==> src/rtl/fifo_level_dma_pkg.sv <==
package fifo_level_dma_pkg;

  // registered indications of one evaluation
  typedef struct packed {
    logic rx_req;
    logic tx_req;
    logic af_flag;
    logic ae_flag;
  } lvl_out_t;

  // threshold decision: idle and empty clears everything, otherwise each
  // direction routes its crossing to either a DMA request or a flag
  function automatic lvl_out_t eval_levels(input logic xfer, input logic dir_rx,
                                           input logic rx_en, input logic tx_en,
                                           input int unsigned fill,
                                           input int unsigned hi_lvl,
                                           input int unsigned lo_lvl);
    lvl_out_t r;
    logic rx_hit;
    logic tx_hit;
    r = '0;
    if (xfer || fill != 0) begin
      rx_hit    = dir_rx && (fill > hi_lvl);
      tx_hit    = !dir_rx && (fill < lo_lvl);
      r.rx_req  = rx_hit && rx_en;
      r.af_flag = rx_hit && !rx_en;
      r.tx_req  = tx_hit && tx_en;
      r.ae_flag = tx_hit && !tx_en;
    end
    return r;
  endfunction

endpackage

==> src/rtl/fifo_level_dma_store.sv <==
module fifo_level_dma_store #(
  parameter int WIDTH  = 16,
  parameter int ADDR_W = 5
) (
  input  logic              clk,
  input  logic              rst_n,
  input  logic              push,
  input  logic [WIDTH-1:0]  push_data,
  input  logic              pop,
  output logic [WIDTH-1:0]  head_data,
  output logic [ADDR_W:0]   fill
);
  localparam int DEPTH = 1 << ADDR_W;
  localparam int CNT_W = ADDR_W + 1;

  logic [WIDTH-1:0]  mem [DEPTH];
  logic [ADDR_W-1:0] head_q;
  logic [CNT_W-1:0]  cnt_q;
  logic [CNT_W-1:0]  cnt_d;
  logic [ADDR_W-1:0] wr_idx;
  logic              push_ok;
  logic              pop_ok;

  // full and empty are judged on the count before this cycle's operations
  assign push_ok = push && (cnt_q != CNT_W'(DEPTH));
  assign pop_ok  = pop && (cnt_q != '0);
  assign wr_idx  = head_q + cnt_q[ADDR_W-1:0];

  always_comb begin
    cnt_d = cnt_q;
    if (push_ok && !pop_ok)      cnt_d = cnt_q + 1'b1;
    else if (pop_ok && !push_ok) cnt_d = cnt_q - 1'b1;
  end

  always_ff @(posedge clk) begin
    if (push_ok) mem[wr_idx] <= push_data;
  end

  always_ff @(posedge clk or negedge rst_n) begin
    if (!rst_n) begin
      head_q <= '0;
      cnt_q  <= '0;
    end else begin
      cnt_q <= cnt_d;
      if (pop_ok) head_q <= head_q + 1'b1;
    end
  end

  assign head_data = mem[head_q];
  assign fill      = cnt_q;
endmodule

==> src/rtl/fifo_level_dma_eval.sv <==
module fifo_level_dma_eval
  import fifo_level_dma_pkg::*;
#(
  parameter int ADDR_W = 5
) (
  input  logic              clk,
  input  logic              rst_n,
  input  logic              xfer_active,
  input  logic              dir_rx,
  input  logic              rx_en,
  input  logic              tx_en,
  input  logic [ADDR_W-1:0] hi_lvl,
  input  logic [ADDR_W-1:0] lo_lvl,
  input  logic [ADDR_W:0]   fill,
  output lvl_out_t          lvl_q
);
  lvl_out_t lvl_d;

  assign lvl_d = eval_levels(xfer_active, dir_rx, rx_en, tx_en,
                             32'(fill), 32'(hi_lvl), 32'(lo_lvl));

  always_ff @(posedge clk or negedge rst_n) begin
    if (!rst_n) lvl_q <= '0;
    else        lvl_q <= lvl_d;
  end
endmodule

==> src/rtl/fifo_level_dma.sv <==
module fifo_level_dma
  import fifo_level_dma_pkg::*;
#(
  parameter int WIDTH  = 16,
  parameter int ADDR_W = 5    // 2..6; levels sit in fixed config fields
) (
  input  logic              clk,
  input  logic              rst_n,
  input  logic              xfer_active,
  input  logic              dir_rx,
  input  logic              cfg_we,
  input  logic [15:0]       cfg_word,
  input  logic              host_wr,
  input  logic [WIDTH-1:0]  host_wdata,
  input  logic              host_rd,
  input  logic              card_push,
  input  logic [WIDTH-1:0]  card_wdata,
  input  logic              card_pop,
  output logic [WIDTH-1:0]  rd_word,
  output logic [ADDR_W:0]   fill_level,
  output logic              rx_dma_req,
  output logic              tx_dma_req,
  output logic              af_flag,
  output logic              ae_flag
);
  localparam int RX_EN_BIT = 15;
  localparam int HI_LSB    = 8;
  localparam int TX_EN_BIT = 7;
  localparam int LO_LSB    = 0;

  logic              cfg_rx_en;
  logic              cfg_tx_en;
  logic [ADDR_W-1:0] cfg_hi;
  logic [ADDR_W-1:0] cfg_lo;
  logic              cfg_unused;

  // reserved bits of the configuration word
  assign cfg_unused = ^{cfg_word[14:HI_LSB+ADDR_W], cfg_word[6:LO_LSB+ADDR_W]};

  always_ff @(posedge clk or negedge rst_n) begin
    if (!rst_n) begin
      cfg_rx_en <= 1'b0;
      cfg_tx_en <= 1'b0;
      cfg_hi    <= '1;
      cfg_lo    <= '0;
    end else if (cfg_we) begin
      cfg_rx_en <= cfg_word[RX_EN_BIT];
      cfg_tx_en <= cfg_word[TX_EN_BIT];
      cfg_hi    <= cfg_word[HI_LSB +: ADDR_W];
      cfg_lo    <= cfg_word[LO_LSB +: ADDR_W];
    end
  end

  // source selection: host side wins over the card side
  logic             card_push_ok;
  logic             card_pop_ok;
  logic             push_any;
  logic             pop_any;
  logic [WIDTH-1:0] push_word;

  assign card_push_ok = card_push && xfer_active && dir_rx;
  assign card_pop_ok  = card_pop && xfer_active && !dir_rx;
  assign push_any     = host_wr || card_push_ok;
  assign pop_any      = host_rd || card_pop_ok;
  assign push_word    = host_wr ? host_wdata : card_wdata;

  fifo_level_dma_store #(.WIDTH(WIDTH), .ADDR_W(ADDR_W)) u_store (
    .clk       (clk),
    .rst_n     (rst_n),
    .push      (push_any),
    .push_data (push_word),
    .pop       (pop_any),
    .head_data (rd_word),
    .fill      (fill_level)
  );

  lvl_out_t lvl;

  fifo_level_dma_eval #(.ADDR_W(ADDR_W)) u_eval (
    .clk         (clk),
    .rst_n       (rst_n),
    .xfer_active (xfer_active),
    .dir_rx      (dir_rx),
    .rx_en       (cfg_rx_en),
    .tx_en       (cfg_tx_en),
    .hi_lvl      (cfg_hi),
    .lo_lvl      (cfg_lo),
    .fill        (fill_level),
    .lvl_q       (lvl)
  );

  assign rx_dma_req = lvl.rx_req;
  assign tx_dma_req = lvl.tx_req;
  assign af_flag    = lvl.af_flag;
  assign ae_flag    = lvl.ae_flag;
endmodule

==> config.mk <==
export PLATFORM = sky130hd
export DESIGN_NAME = fifo_level_dma
export DESIGN_NICKNAME = d
export VERILOG_FILES = /design/src/rtl/fifo_level_dma_pkg.sv /design/src/rtl/fifo_level_dma_store.sv /design/src/rtl/fifo_level_dma_eval.sv /design/src/rtl/fifo_level_dma.sv
export SDC_FILE = /design/constraint.sdc
export NUM_CORES = 1
export LEC_CHECK = 0
export ABC_CLOCK_PERIOD_IN_PS = 5250
export BUFFER_PORTS_ARGS = -buffer_cell sky130_fd_sc_hd__buf_2
export CAP_MARGIN = 20
export CORE_MARGIN = 5
export CORE_UTILIZATION = 30
export CTS_BUF_LIST = sky130_fd_sc_hd__clkbuf_16
export DETAILED_ROUTE_END_ITERATION = 8
export GPL_TIMING_DRIVEN = 0
export PLACE_DENSITY = 0.57
export RECOVER_POWER = 50
export SYNTH_ARGS = -nofsm -noshare
export SYNTH_HDL_FRONTEND = slang
export SYNTH_SLANG_ARGS = --single-unit
==> constraint.sdc <==
create_clock -name clk -period 5.25 [get_ports clk]
set_clock_uncertainty 0.1 [all_clocks]
set_input_delay 1.05 -clock clk [delete_from_list [all_inputs] [get_ports clk]]
set_output_delay 1.05 -clock clk [all_outputs]
set_load 0.05 [all_outputs]
* After elaboration in Yosys (flattened, before gate mapping)
Memory sizes are Yosys's and may differ from the RTL's.
Cells that the tools add are included.
Widths: inputs -> output; s select.
** Cells by class
- Add/sub/neg operators :: 4
- Magnitude comparators :: 2
- Eq/ne operators :: 1
- Muxes and demuxes :: 6
- Reductions and logical operators :: 24
** Operators with widths (count)
- $mux 16 :: 1
- $logic_and 1x1->1 :: 14
- $mux 6 :: 2
- $add 6x1->6 const B :: 1
- $gt 6x5->1 :: 1
- $lt 6x5->1 :: 1
- $ne 6x6->1 const B :: 1
- $reduce_bool 6->1 :: 1
- $sub 6x1->6 const B :: 1
- $add 5x1->5 const B :: 1
- $add 5x5->5 :: 1
- $logic_not 1->1 :: 5
- $mux 4 :: 1
- $logic_or 1x1->1 :: 3
- $mux 1 :: 2
- $reduce_bool 2->1 :: 1
** Word-level totals
- Flip-flop bits (word level) :: 27
- Memory bits (writable) :: 512
- Output and inout port bits :: 26
- Memories kept :: 1
** Memories
- u_store.mem :: depth 32, bits a word 16, rd ports 1, clocked after Yosys merged registers in 0, write ports 1, RTL line fifo_level_dma_store.sv:16 : logic [WIDTH-1:0] mem [DEPTH];

* Longest topological paths before layout
- Word-level depth :: 8
- Mapped depth :: 10
- Gate-level depth less buffers :: 10

* Cells and area by module
From an unflattened synthesis, not the netlist that was laid out.
** Unflattened totals
- Cell total of the unflattened synthesis :: 1051
- Area, all modules :: 21693.3 um^2
** By module, submodules not included
- fifo_level_dma_store :: instances 1, cells each 960, area each 20553.5 um^2, seq. area each 15650.0 um^2
- fifo_level_dma :: instances 1, cells each 46, area each 715.7 um^2, seq. area each 306.5 um^2
- fifo_level_dma_eval :: instances 1, cells each 45, area each 424.2 um^2, seq. area each 100.1 um^2

* Worst setup path before layout
Ideal clock, no wire load.
- Kind :: register to register
- From :: register u_store.cnt_q[0], in the netlist u_store.fill[0]
- To :: memory u_store.mem[16][0] (enable)
- Library setup time :: 430 ps
- Arrival :: 3801 ps
- Slack :: 918 ps
- Stages on the path, launching flop included :: 8
- Clock period less this slack :: 4332 ps
- Cells stage by stage :: dfrtp_1 > ha_1 > fa_1 > a21o_1 > a21oi_2 > xnor2_1 > clkbuf_1 > nor4_1
** Between the ends
- Word-level cells in the longest chain between the ends :: 4
** Ends and longest elaborated chain
- start: declaration :: RTL line fifo_level_dma_store.sv:18 : logic [CNT_W-1:0] cnt_q;
- start signal: assignment :: RTL line fifo_level_dma_store.sv:44 : cnt_q <= cnt_d;
- $ne 6x6->1 :: RTL line fifo_level_dma_store.sv:25 : assign push_ok = push && (cnt_q != CNT_W'(DEPTH));
- $logic_and 1x1->1 :: RTL line fifo_level_dma_store.sv:25
- $mux 1 :: RTL line fifo_level_dma_store.sv:36 : if (push_ok) mem[wr_idx] <= push_data;
- $mux 1 (not written as such) :: RTL line fifo_level_dma_store.sv:36
- end: declaration :: RTL line fifo_level_dma_store.sv:16
Several ways; a longest one is shown, not always the timed one.

* Worst setup path in the final report
- From :: register u_store.head_q[1]
- To :: output port rd_word[4]
** Between the ends
- Word-level cells in the longest chain between the ends :: 1
** Ends and longest elaborated chain
- start: declaration :: RTL line fifo_level_dma_store.sv:17 : logic [ADDR_W-1:0] head_q;
- start signal: assignment :: RTL line fifo_level_dma_store.sv:45 : if (pop_ok) head_q <= head_q + 1'b1;
- $mem_v2 32x16
- end: declaration :: RTL line fifo_level_dma.sv:19 : output logic [WIDTH-1:0] rd_word,
No other way between the ends.

==> out/metrics.cfg <==
[status]
status=finished with violations
violations=capacitance limit, slew limit

[logic_synthesis]
synth_edf_count=512
synth_cell_types=57
async_reset_ff_share_pct=5.01
synth_seq_area_share_pct=74.3
syn_inst=1060
netlist_area_um2=21600
synth_fp_nets=1138
ys_ff_latch=539
synthFlopType=edfxtp_1
yosys.area.top_type=edfxtp_1
synth.avg_cell_area_um2=20.4
synth.most_common_cell=edfxtp_1
synth_top_cell_area_share_pct=71.1
synth.area.top_cells=edfxtp_1 (71%), mux4_2 (7.5%), mux2i_1 (3.0%)
ys_top_cells_by_count=edfxtp_1 (512), mux4_2 (72), mux2i_1 (65)
yosys_warnings=0

[setup_path]
critPathKind=register to output pin
cp-start-kind=register
end_kind=output pin
r2r_setup_slack_ns=1.28
rr_worst_depth=9
arrival_ns=3.96
worstPathMaxFanout=10
endpoint=rd_word[4]
cp.required_ns=4.10
reg2reg_to=u_store.mem[10][9]$_DFFE_PP_
worstReg2RegStart=u_store.fill[0]$_DFFE_PN0P_
startpoint=u_store.head_q[1]$_DFFE_PN0P_

[placed_design]
gp_congestion=0.793
dp_hpwl_um=36500
dp_worst_setup_slack_ns=0.627
portBuffers=76

[floorplanning]
initial_core_util_pct=30.2
die-area_um2=77500
die_w_um=278
die_h_um=278
pin_count=83
design.core.area_um2=71500
std_cell_rows=98

[grt]
grt_pass1_vias=11700
gr-total-overflow=0
grt_max_degree=33
grt_pass1_wl_um=78600
track_usage_pct=13.5
antenna_found_initial=2

[route]
via_per_inst=4.97
drt_pass1_iterations=5
vias=11200
drtAntennaViolNets=0
drc=0
finalWirelength_um=53200
drt_iter0_drc=911
wire_per_inst_um=23.6

[sta]
tns_ns=0
worst_pin_slew_ns=1.52
slew_headroom_pct=-1.16
fmax_ghz=0.196
setup_viol=0
drv_slew=61
finalHoldViolCount=0
setup_slack_ns=0.145
layout_min_cycle_time_ns=5.11
fin_crit_sh_pct=97.2
rsz0062_at_grt=no

[power_and_ir_drop]
clockPowerShare_pct=22.4
peakVddDrop_mv=0.504
leakage_nw=8.50
switching_share_pct=38.5
intPower_w=0.00976
p_per_area_nw_per_um2=621
finalPower_w=0.0159
seqPwrFrac_pct=37.1
switchingPower_w=0.00611
pwr-share-comb_pct=40.5

[clocking]
cts_buffers=54
cts.clk_slew.worst_paths_ns=0.06
htreeDepth=2
cts_setup_buffers=0
clockBufferDepth=3
clock_latency_ns=0.60
cts_sinks=539
cts_tree=yes
root_buffer=clkbuf_16

[final_layout]
syn_to_final_growth_pct=18.2
antenna_cells=0
drive_above_1_share_pct=27.9
fin_util_pct=35.8
nets=1341

[run]
cap_violations=2

[hold_path]
worst_hold_path_type=register to register

## power by group through the flow
stage / sequential [W] / combinational, W / clock [W]
CTS: 0.00589 / 0.00649 / 0.00364
global route: 0.00595 / 0.00684 / 0.00381
finish: 0.00588 / 0.00643 / 0.00355
global placement: 0.00602 / 0.00582 / 0
detailed placement: 0.00597 / 0.00646 / 0
floorplan: 0.00602 / 0.00393 / 0
## worst max-delay path: stages (launching register included)
cell and delay [ns]:
dfrtp_1 0.57, buf_4 0.30, clkbuf_1 0.58, mux4_1 0.46, a22o_1 0.26, a211oi_1 0.67
a21oi_1 0.22, buf_2 0.28
## layout by cell type, fill, tap and decap left out, types with 5 or more instances in the layout
cell	netlist	layout
buf_4	2	69
dfrtp_1	22	22
mux2_1	0	16
a22o_1	16	16
clkinv_1	0	21
nor4_2	0	32
buf_6	13	17
xor2_1	5	5
a21oi_1	22	22
a211oi_1	31	27
clkbuf_16	0	55
dfstp_2	5	5
mux4_1	24	24
xnor2_1	11	11
a21o_1	5	5
o21ai_0	15	15
inv_1	12	21
mux2i_1	65	65
buf_2	13	81
mux2_2	21	5
clkinv_2	0	10
a22oi_1	15	15
o221ai_1	16	16
ha_1	19	19
nand2_1	18	18
edfxtp_1	512	512
mux4_2	72	72
clkbuf_1	28	37
o22ai_1	15	15
## per-layer routing
metal	track usage (%)	up-vias	share of wire [%]	routed length [µm]
li1	-	4900	-	-
met1	19.0	5882	45	23700
met2	21.5	353	47	24800
met3	2.89	72	6.2	3290
met4	3.99	0	2.7	1460
met5	0.183	-	0	0
## through the flow
step	hold slack, ns	cell area [µm²]	std cells
6_report	0.406	25600	2256
5_1_grt	0.427	25600	2256
4_1_cts	0.361	25600	2256
3_5_place_dp	0.398	23900	2157
3_3_place_gp	0.395	23200	2086
2_1_floorplan	0.378	21600	1060
## cell families (layout without fill, tap and decap cells)
| logic type | after synthesis | in the layout | share of synthesized area, % |
|---|---|---|---|
| compound gates | 145 | 145 | 4.83 |
| fa+ha+maj | 21 | 21 | 1.29 |
| xor+xnor | 16 | 16 | 0.648 |
| flops | 539 | 539 | 74.3 |
| mux | 182 | 182 | 14.5 |
| simple gates | 83 | 83 | 2.33 |
| buf+inv | 74 | 320 | 2.10 |
## area by class of cell
type | count | area (µm²)
Multi-Input combinational cell | 447 | 5320
Buffer | 61 | 404
Clock buffer | 55 | 1380
Inverter | 13 | 48.8
Tap cell | 950 | 1190
Timing Repair Buffer | 147 | 918
Fill cell | 6610 | 45900
Clock inverter | 44 | 243
Sequential cell | 539 | 16100
## what timing repair did
item                       in CTS  in global routing
setup endpoints to repair       4                  0
gates resized for setup         4                  0
hold buffers                    0                  0
## how the worst min path moves through the flow
stage	slack, ns	start	to	depth (start not counted)
final	0.41	cfg_lo[0]$_DFFE_PN0P_	cfg_lo[0]$_DFFE_PN0P_	1
after global routing	0.43	cfg_lo[0]$_DFFE_PN0P_	cfg_lo[0]$_DFFE_PN0P_	1
after CTS	0.36	rst_n	u_eval.lvl_q[0]$_DFF_PN0_	1
after detailed placement	0.40	cfg_lo[0]$_DFFE_PN0P_	cfg_lo[0]$_DFFE_PN0P_	1
after global placement	0.40	cfg_lo[0]$_DFFE_PN0P_	cfg_lo[0]$_DFFE_PN0P_	1
after floorplan	0.38	cfg_hi[1]$_DFFE_PN1P_	cfg_hi[1]$_DFFE_PN1P_	2
## registers in the layout, summed over array words and instances (netlist names)
name            count
cfg_hi              5
cfg_lo              5
cfg_rx_en           1
cfg_tx_en           1
u_eval.lvl_q        4
u_store.fill        6
u_store.head_q      5
u_store.mem       512
Power figures use the tool's default switching activity.
